[config.mk]
export PLATFORM = sky130hd
export DESIGN_NAME = sctl_port
export DESIGN_NICKNAME = d
export VERILOG_FILES = /design/src/rtl/sctl_pkg.sv /design/src/rtl/sctl_ctrl.sv /design/src/rtl/sctl_dpath.sv /design/src/rtl/sctl_port.sv
export SDC_FILE = /design/constraint.sdc
export NUM_CORES = 1
export LEC_CHECK = 0
export BUFFER_PORTS_ARGS = -buffer_cell sky130_fd_sc_hd__buf_2
export CORE_ASPECT_RATIO = 0.75
export CORE_MARGIN = 2
export CORE_UTILIZATION = 40
export DETAILED_ROUTE_END_ITERATION = 16
export PLACE_DENSITY = 0.64
export SLEW_MARGIN = 20
export SYNTH_ARGS = -nofsm -noshare
export SYNTH_HDL_FRONTEND = slang
export SYNTH_HIERARCHICAL = 1
export SYNTH_SLANG_ARGS = --single-unit
[constraint.sdc]
create_clock -name clk -period 5 [get_ports clk]
set_clock_uncertainty 0.2 [all_clocks]
set_input_delay 0.75 -clock clk [delete_from_list [all_inputs] [get_ports clk]]
set_output_delay 0.75 -clock clk [all_outputs]
set_load 0.02 [all_outputs]
[src/rtl/sctl_pkg.sv]
package sctl_pkg;
  // Command word layout is fixed by the serial format.
  localparam int CMD_W  = 16;
  localparam int ADDR_W = 13;
  localparam int BYTE_W = 8;
  localparam int BIT_W  = $clog2(BYTE_W);

  typedef enum logic [1:0] {
    ST_INSTR = 2'd0,
    ST_DATA  = 2'd1,
    ST_HOLD  = 2'd2
  } sctlState_e;

  // Strobes from control to datapath, valid for one system clock.
  typedef struct packed {
    logic              shiftIn;
    logic              commitWr;
    logic              loadTx;
    logic              driveOut;
    logic [BIT_W-1:0]  bitIdx;
    logic [ADDR_W-1:0] addr;
  } sctlStrobe_t;
endpackage

[src/rtl/sctl_ctrl.sv]
module sctl_ctrl
  import sctl_pkg::*;
(
  input  logic              clk,
  input  logic              rst_n,
  input  logic              csN,
  input  logic              sclk,
  input  logic [CMD_W-1:0]  shNext,
  input  logic              lsbFirst,
  input  logic              sdoMode,
  output sctlStrobe_t       stb,
  output logic              sdioOe,
  output logic              sdoOe
);
  localparam int CNT_W = $clog2(CMD_W);

  sctlState_e        state;
  logic              sclkQ;
  logic [CNT_W-1:0]  instrCnt;
  logic [BIT_W-1:0]  dataCnt;
  logic [1:0]        byteCnt;
  logic [1:0]        lenQ;
  logic              rnwQ;
  logic              streamQ;
  logic [ADDR_W-1:0] curAddr;
  logic [ADDR_W-1:0] stepAddr;
  logic              rise, fall;
  logic              instrLast, byteLast, lastByte, readPh;

  assign rise      = sclk & ~sclkQ & ~csN;
  assign fall      = ~sclk & sclkQ & ~csN;
  assign instrLast = (state == ST_INSTR) && rise && (instrCnt == CNT_W'(CMD_W - 1));
  assign byteLast  = (state == ST_DATA) && rise && (dataCnt == BIT_W'(BYTE_W - 1));
  assign lastByte  = !streamQ && (byteCnt == lenQ);
  assign stepAddr  = lsbFirst ? curAddr + ADDR_W'(1) : curAddr - ADDR_W'(1);

  always_comb begin
    stb          = '0;
    stb.shiftIn  = rise && (state != ST_HOLD);
    stb.commitWr = byteLast && !rnwQ;
    stb.loadTx   = (instrLast && shNext[CMD_W-1]) || (byteLast && rnwQ && !lastByte);
    stb.driveOut = fall && (state == ST_DATA) && rnwQ;
    stb.bitIdx   = lsbFirst ? dataCnt : ~dataCnt;
    if (stb.commitWr)   stb.addr = curAddr;
    else if (instrLast) stb.addr = shNext[ADDR_W-1:0];
    else                stb.addr = stepAddr;
  end

  always_ff @(posedge clk or negedge rst_n) begin
    if (!rst_n) begin
      sclkQ    <= 1'b0;
      state    <= ST_INSTR;
      instrCnt <= '0;
      dataCnt  <= '0;
      byteCnt  <= '0;
      lenQ     <= '0;
      rnwQ     <= 1'b0;
      streamQ  <= 1'b0;
      curAddr  <= '0;
    end else begin
      sclkQ <= sclk;
      if (csN) begin
        state    <= ST_INSTR;
        instrCnt <= '0;
        dataCnt  <= '0;
        byteCnt  <= '0;
      end else if (rise) begin
        unique case (state)
          ST_INSTR: begin
            instrCnt <= instrCnt + CNT_W'(1);
            if (instrLast) begin
              state   <= ST_DATA;
              rnwQ    <= shNext[CMD_W-1];
              lenQ    <= shNext[CMD_W-2:CMD_W-3];
              streamQ <= &shNext[CMD_W-2:CMD_W-3];
              curAddr <= shNext[ADDR_W-1:0];
              dataCnt <= '0;
              byteCnt <= '0;
            end
          end
          ST_DATA: begin
            dataCnt <= dataCnt + BIT_W'(1);
            if (byteLast) begin
              curAddr <= stepAddr;
              if (lastByte) state <= ST_HOLD;
              else          byteCnt <= byteCnt + 2'd1;
            end
          end
          default: ;
        endcase
      end
    end
  end

  assign readPh = (state == ST_DATA) && rnwQ && !csN;
  assign sdioOe = readPh && !sdoMode;
  assign sdoOe  = readPh && sdoMode;

  AST_OE_EXCLUSIVE: assert property (@(posedge clk) disable iff (!rst_n)
    !(sdioOe && sdoOe));

  AST_CS_IDLE: assert property (@(posedge clk) disable iff (!rst_n)
    csN |=> (state == ST_INSTR && instrCnt == '0));

  AST_BYTE_LIMIT: assert property (@(posedge clk) disable iff (!rst_n)
    (state == ST_DATA && !streamQ) |-> (byteCnt <= lenQ));

  AST_ADDR_STEP: assert property (@(posedge clk) disable iff (!rst_n)
    byteLast |=> (curAddr == ($past(lsbFirst) ? $past(curAddr) + ADDR_W'(1)
                                              : $past(curAddr) - ADDR_W'(1))));
endmodule

[src/rtl/sctl_dpath.sv]
module sctl_dpath
  import sctl_pkg::*;
#(
  parameter int DEPTH = 32
) (
  input  logic                  clk,
  input  logic                  rst_n,
  input  sctlStrobe_t           stb,
  input  logic                  sdIn,
  output logic [CMD_W-1:0]      shNext,
  output logic                  lsbFirst,
  output logic                  sdoMode,
  output logic                  serOut,
  output logic [DEPTH*BYTE_W-1:0] regsFlat
);
  localparam int IDX_W = (DEPTH > 1) ? $clog2(DEPTH) : 1;

  logic [2:0]        cfgLow;
  logic [BYTE_W-1:0] cfgView;
  logic [BYTE_W-1:0] memQ [1:DEPTH-1];
  logic [BYTE_W-1:0] view [DEPTH];
  logic [CMD_W-1:0]  shReg;
  logic [BYTE_W-1:0] txByte, wrByte, rdByte;
  logic              serQ;
  logic              inRange;
  logic [IDX_W-1:0]  idx;

  assign lsbFirst = cfgLow[1];
  assign sdoMode  = cfgLow[0];

  // One shifter serves both orders: left for MSB-first, right for LSB-first.
  assign shNext  = lsbFirst ? {sdIn, shReg[CMD_W-1:1]} : {shReg[CMD_W-2:0], sdIn};
  assign wrByte  = lsbFirst ? shNext[CMD_W-1:CMD_W-BYTE_W] : shNext[BYTE_W-1:0];

  assign cfgView = {cfgLow[0], cfgLow[1], cfgLow[2], 1'b1, 1'b1, cfgLow};
  assign inRange = int'(stb.addr) < DEPTH;
  assign idx     = stb.addr[IDX_W-1:0];

  always_comb begin
    view[0] = cfgView;
    for (int i = 1; i < DEPTH; i++) view[i] = memQ[i];
  end

  assign rdByte = inRange ? view[idx] : '0;

  always_ff @(posedge clk or negedge rst_n) begin
    if (!rst_n) begin
      shReg  <= '0;
      txByte <= '0;
      serQ   <= 1'b0;
      cfgLow <= '0;
      for (int i = 1; i < DEPTH; i++) memQ[i] <= '0;
    end else begin
      if (stb.shiftIn)  shReg  <= shNext;
      if (stb.loadTx)   txByte <= rdByte;
      if (stb.driveOut) serQ   <= txByte[stb.bitIdx];
      if (stb.commitWr && inRange) begin
        if (idx == '0) cfgLow <= wrByte[2:0];
        for (int i = 1; i < DEPTH; i++)
          if (idx == IDX_W'(i)) memQ[i] <= wrByte;
      end
    end
  end

  assign serOut = serQ;

  for (genvar g = 0; g < DEPTH; g++) begin : g_flat
    assign regsFlat[g*BYTE_W +: BYTE_W] = view[g];
  end

  AST_SER_HOLD: assert property (@(posedge clk) disable iff (!rst_n)
    !stb.driveOut |=> $stable(serQ));

  AST_CFG_HOLD: assert property (@(posedge clk) disable iff (!rst_n)
    !stb.commitWr |=> $stable(cfgLow));
endmodule

[src/rtl/sctl_port.sv]
module sctl_port
  import sctl_pkg::*;
#(
  parameter int REG_DEPTH = 32
) (
  input  logic                      clk,
  input  logic                      rst_n,
  input  logic                      csN,
  input  logic                      sclk,
  input  logic                      sdioIn,
  output logic                      sdioOut,
  output logic                      sdioOe,
  output logic                      sdoOut,
  output logic                      sdoOe,
  output logic [REG_DEPTH*8-1:0]    regsFlat
);
  sctlStrobe_t      stb;
  logic [CMD_W-1:0] shNext;
  logic             lsbFirst, sdoMode, serOut;

  sctl_ctrl u_ctrl (
    .clk      (clk),
    .rst_n    (rst_n),
    .csN      (csN),
    .sclk     (sclk),
    .shNext   (shNext),
    .lsbFirst (lsbFirst),
    .sdoMode  (sdoMode),
    .stb      (stb),
    .sdioOe   (sdioOe),
    .sdoOe    (sdoOe)
  );

  sctl_dpath #(.DEPTH(REG_DEPTH)) u_dpath (
    .clk      (clk),
    .rst_n    (rst_n),
    .stb      (stb),
    .sdIn     (sdioIn),
    .shNext   (shNext),
    .lsbFirst (lsbFirst),
    .sdoMode  (sdoMode),
    .serOut   (serOut),
    .regsFlat (regsFlat)
  );

  assign sdioOut = serOut;
  assign sdoOut  = serOut;
endmodule

-- Yosys cells after proc, flatten, opt, wreduce, memory -nomap -nowiden
Cells that the tools add are included.
- word-level logic and storage cells: 205
- output and inout bits: 260
- bits in registers: 305
- input port bits: 5
- $add $sub $neg: 5
- muxes and demuxes: 34
- bitwise gates (word level): 9
- reductions and logical operators: 68
- equality and inequality tests: 42
- order comparisons: 3
- operators with widths (cell ; count):
    $eq A5 B5 Y1 const B ; 16
    $reduce_and A2 Y1 ; 34
    $mux W13 ; 5
    $bmux W8 S5 ; 1
    $eq A5 B4 Y1 const B ; 8
    $mux W8 ; 4
    $pmux W13 S2 ; 1
    $eq A5 B3 Y1 const B ; 4
    $mux W2 ; 10
    $logic_and A1 B1 Y1 ; 17
    $mux W16 ; 1
    $reduce_and A5 Y1 ; 3
    $add A13 B1 Y13 const B ; 1
    $lt A13 B6 Y1 const B ; 1
    $sub A13 B1 Y13 const B ; 1
    $mux W3 ; 4
    $mux W4 ; 3
    $eq A5 B2 Y1 const B ; 2
    $ne A3 B2 Y1 const B ; 3
    $pmux W2 S2 ; 2
    $ge A6 B6 Y1 const B ; 1
    $not A5 Y6 ; 1
    $pmux W3 S2 ; 1
    $reduce_bool A2 Y1 ; 3
    24 further kinds ; 34

-- Depth between registers and ports, before layout
- depth after elaboration: 12
- gate-level depth with buffers: 17
- mapped depth without buffers: 13

-- Hierarchy
Netlist, hierarchy kept.
- by module, submodules not included (module ; seq. area each (µm²) ; cells an instance ; times used ; area each (µm²)):
    sctl_dpath ; 6906.6 ; 1234 ; 1 ; 12931.2
    sctl_ctrl ; 725.7 ; 282 ; 1 ; 2294.7
    sctl_port ; 0.0 ; 1 ; 1 ; 7.5

-- Worst setup path before layout
OpenSTA, ideal clock, no wires.
- path type: register -> register
- from: reg u_dpath.cfgLow[1]
- to: reg u_dpath.memQ, in the netlist u_dpath/regsFlat[79]
- path buffers: 3
- required time: 4.667 ns
- path slack: 0.583 ns
- arrival time: 4.084 ns
- stages on the path, launching flop included: 17
- period minus slack after synthesis: 4.417 ns
- setup time: 0.133 ns
- cell sequence: dfrtp_1 -> clkbuf_1 -> inv_1 -> fa_1 -> a21o_1 -> a221oi_4 -> o31ai_2 -> or3_4 -> a21oi_1 -> nor3_1 -> or4_1 -> buf_4 -> nor2_2 -> nand3_1 -> clkbuf_1 -> nand2_1 -> o21ai_0
- RTL lines (element ; RTL line ; RTL):
    from (decl) ; sctl_dpath.sv:18 ; logic [2:0] cfgLow;
    from (signal assigned) ; sctl_dpath.sv:58 ; if (idx == '0) cfgLow <= wrByte[2:0];
    to (signal, indexed assignment) ; sctl_dpath.sv:60 ; if (idx == IDX_W'(i)) memQ[i] <= wrByte;
    to (decl) ; sctl_dpath.sv:20 ; logic [BYTE_W-1:0] memQ [1:DEPTH-1];

==> run metrics <==
outcome finished, final reports clean; width of the die around 230 um; ratio of cells with drive above 1 in the final layout between 20% and 30%; R2R Setup Slk 0.26 ns; initial standard-cell utilization of the core just over 40%; Critical path buffers and inverters 1; arrival time of the worst setup path between 4 and 5 ns; count of different cell masters after synthesis 74; fraction of registers with async set or reset after synthesis 100%; Maximum Capacitance Violations 0; largest family of logic cells by synthesized area simple AND/OR/NAND/NOR gates; die height around 170 um; clock tree from TritonCTS built; number of rows in the core area just over 60; FF/Latch Area 7630 um^2; cell area reported after detailed placement between 15000 and 20000 um^2; IR Drop Worst-Case VDD ~0.2 mV; top cells by area, synth sky130_fd_sc_hd__dfrtp_1 (50%), sky130_fd_sc_hd__a21oi_1 (5.9%), sky130_fd_sc_hd__nor2_1 (4.7%); #FFs+latches synth ~310; Synth warnings 6; simple-gate share of the synthesized area ~16%; Slowest cell on crit path sky130_fd_sc_hd__nor4_4; fin util ~49%; via count of the routed design 13200; setup_tns 0 ns; R2R cell count 13; count of pins on the block boundary between 200 and 300; Final period util 94.7%; detailed router's first-iteration violation count 1473; maximum single-stage delay on the critical path 0.62 ns; number of clock sinks between 300 and 400; Final Hold Viols 0; endpoint class of the critical path register; global-route congestion overflow total 0; Critical path destination u_dpath/regsFlat[168]; CTS HTree Levels 2; floorplan die area between 30000 and 40000 um^2; cell taking the most area after synthesis sky130_fd_sc_hd__dfrtp_1; DR DRC count 0; adder-cell share of the synthesized area about 1.3%; Final Wtd Congestion ~0.94; Slew headroom roughly a quarter; vias per inst around 5.8; first-pass GRT wire length between 80000 and 90000 um; critical path startpoint u_dpath/cfgLow[1]; clock buffers created by TritonCTS 35; critical register-to-register path startpoint u_dpath/cfgLow[1]; root buf cell sky130_fd_sc_hd__clkbuf_16; Post-Syn Instances ~1500; xor/xnor cell area share of the yosys netlist 0.862%; post-CTS setup buffer count 0; Critical Path Source Type register; number of detailed-routing iterations run before antenna repair 5; Critical R2R Capture u_dpath/regsFlat[168]; total core area ~37000 um^2; clock edge transition at the registers on the reported setup and hold paths ~0.060 ns; maximum net fanout on the critical path 16; Overall Power approximately 5.8 mW; worst-margin pin slew around 1.1 ns; cell family with most CP delay simple AND/OR/NAND/NOR gates; initial antenna violation count 1; dominant synthesized flop cell sky130_fd_sc_hd__dfrtp_1; clock latency at the later pin of the worst-skew pair roughly 0.53 ns; number of enable flip-flop cells after synthesis 0; summed instance area of the synthesized netlist around 15000 um^2; power density over the cells ~320 nW/um^2; aggregate global-route resource usage a little over a quarter; Req. time, crit path roughly 5.2 ns; area growth from synthesis to final layout 19.5%; number of global-route vias before repair roughly 12000; pin count of the biggest net entering global routing 119; net total in the final layout roughly 1800; least setup slack across all paths after layout 0.264 ns; total area of multi-input combinational cells ~7000 um^2; # setup viols final 0; compound-cell area share of the yosys netlist 15.3%; Clock Path Buffers 3; post-detail-place hpwl 39300 um; count of input and output buffers ~260; antenna-violating nets left 0; share of synthesized area spent on multiplexers a little under an eighth; critical path, cell by cell inv_1, ha_1, a21o_1, a221oi_4, o31ai_2, or3_4, a21oi_1, nor3_1, nor4_4, nand2_1, nor3_4, nor2_1, a21oi_1; cell depth of the worst setup path 13; per-instance average area after synthesis ~10 um^2; Static Leakage between 9 and 10 nW; sequential share of the synthesized area 50.1%; total routed wirelength between 50000 and 60000 um; number of slew-limit violations in the final report 0; Filler Cell Count 3434; crit path kind register to register; area share of the leading cell type in the synthesized netlist ~50%; hold crit path type input port to register; highest achievable clock rate between 200 and 250 MHz; per-cell routed wire length between 20 and 25 um; dpl ws -0.0224 ns; final non-filler cell area roughly 18000 um^2; most numerous cell on the critical path sky130_fd_sc_hd__a21oi_1; minimum period implied by the final worst setup slack between 4 and 5 ns
## cell usage after synthesis (9+ instances only)
cell type                     n
sky130_fd_sc_hd__o21ai_0    119
sky130_fd_sc_hd__clkbuf_1    49
sky130_fd_sc_hd__nor3_1      10
sky130_fd_sc_hd__nor4_4       9
sky130_fd_sc_hd__nor2b_1     16
sky130_fd_sc_hd__nand3_1     26
sky130_fd_sc_hd__o21ai_1      9
sky130_fd_sc_hd__ha_1        14
sky130_fd_sc_hd__mux2_2      37
sky130_fd_sc_hd__mux4_2      21
sky130_fd_sc_hd__o22ai_1     24
sky130_fd_sc_hd__nand2b_1    16
sky130_fd_sc_hd__nor2_1     191
sky130_fd_sc_hd__buf_2       26
sky130_fd_sc_hd__and2_1       9
sky130_fd_sc_hd__mux2i_1     66
sky130_fd_sc_hd__nand2_1    184
sky130_fd_sc_hd__buf_4       32
sky130_fd_sc_hd__a31oi_1     16
sky130_fd_sc_hd__a21o_1      11
sky130_fd_sc_hd__a21oi_1    180
sky130_fd_sc_hd__a2111oi_0    9
sky130_fd_sc_hd__dfrtp_1    305
## area by class of cell
type,count,share of cell area (%)
antenna,1,0.0137
clock inverter,13,0.729
sequential,305,41.9
clock buffer,48,5.36
tap,504,3.46
inverter,8,0.165
timing repair buffer,310,9.67
multi-input combinational,1087,38.7
## kinds of logic after synthesis
logic type,Yosys count
simple gates,511
compound gates,410
flops,305
mux,134
buf+inv,126
fa+ha+maj,15
xor+xnor,15
other cells,1
## metrics by stage
step	hold slack [ns]	std cells
after global placement	0.263	2213
after detailed placement	0.279	2213
final	0.177	2276
after global routing	0.175	2275
after CTS	0.156	2275
after floorplan	0.240	1518
## where the power goes
group          switching (mW)  leakage, nW  internal, mW
Sequential             0.0506         4.22          2.52
Clock                    1.05        0.526          1.43
Combinational           0.561         4.62         0.183
Total                    1.67         9.37          4.13
## layer usage
metal | up-vias | routed length (um) | track usage (%)
li1 | 5844 | - | -
met1 | 6577 | 24100 | 40.8
met2 | 730 | 22300 | 36.8
met3 | 74 | 6320 | 7.85
met4 | 0 | 1100 | 6.66
met5 | - | 0 | 0
## worst reg2reg max path: stages, from the launching register on
cell                       delay (ns)
sky130_fd_sc_hd__dfrtp_1         0.37
sky130_fd_sc_hd__inv_1           0.32
sky130_fd_sc_hd__ha_1            0.37
sky130_fd_sc_hd__a21o_1          0.24
sky130_fd_sc_hd__a221oi_4        0.40
sky130_fd_sc_hd__o31ai_2         0.15
sky130_fd_sc_hd__or3_4           0.41
sky130_fd_sc_hd__a21oi_1         0.15
sky130_fd_sc_hd__nor3_1          0.12
sky130_fd_sc_hd__nor4_4          0.62
sky130_fd_sc_hd__nand2_1         0.45
sky130_fd_sc_hd__nor3_4          0.62
sky130_fd_sc_hd__nor2_1          0.10
sky130_fd_sc_hd__a21oi_1         0.13
## how the worst min path moves through the flow
stage,slack (ns),from,cells after the start,to
after floorplan,0.24,u_ctrl/streamQ,2,u_ctrl/streamQ
after global placement,0.26,u_ctrl/streamQ,2,u_ctrl/streamQ
after detailed placement,0.28,u_ctrl/streamQ,2,u_ctrl/streamQ
after CTS,0.16,sclk,1,u_ctrl/sclkQ
after global routing,0.18,sclk,1,u_ctrl/sclkQ
final,0.18,sclk,1,u_ctrl/sclkQ
## repair_timing
item / in CTS / in global routing
hold buffers: 1 / 0
endpoints found under the setup margin: 0 / 134
endpoints found under the hold margin: 61 / 0
gates resized for setup: 0 / 4
## flip-flops by register name (all words and copies together) (netlist names), 3 cells and up
| signal | cells |
|---|---|
| u_ctrl/curAddr | 13 |
| u_ctrl/dataCnt | 3 |
| u_ctrl/instrCnt | 4 |
| u_dpath/cfgLow | 3 |
| u_dpath/regsFlat | 248 |
| u_dpath/shReg | 16 |
| u_dpath/txByte | 8 |
## cell usage in the layout (no fill, tap or decap), drive strengths merged, types with 11 or more instances in the layout
cell / netlist / routed
nand2b: 16 / 16
a21oi: 180 / 180
clkbuf: 50 / 48
buf: 68 / 309
mux2i: 66 / 66
o21ai: 128 / 128
a21o: 11 / 11
nor2: 194 / 194
a31oi: 16 / 16
nor2b: 16 / 16
mux2: 38 / 38
dfrtp: 305 / 305
nand3: 27 / 27
nand2: 184 / 184
nor3: 21 / 21
ha: 14 / 14
o22ai: 24 / 24
mux4: 30 / 30
(Power assumes the default switching activity.)
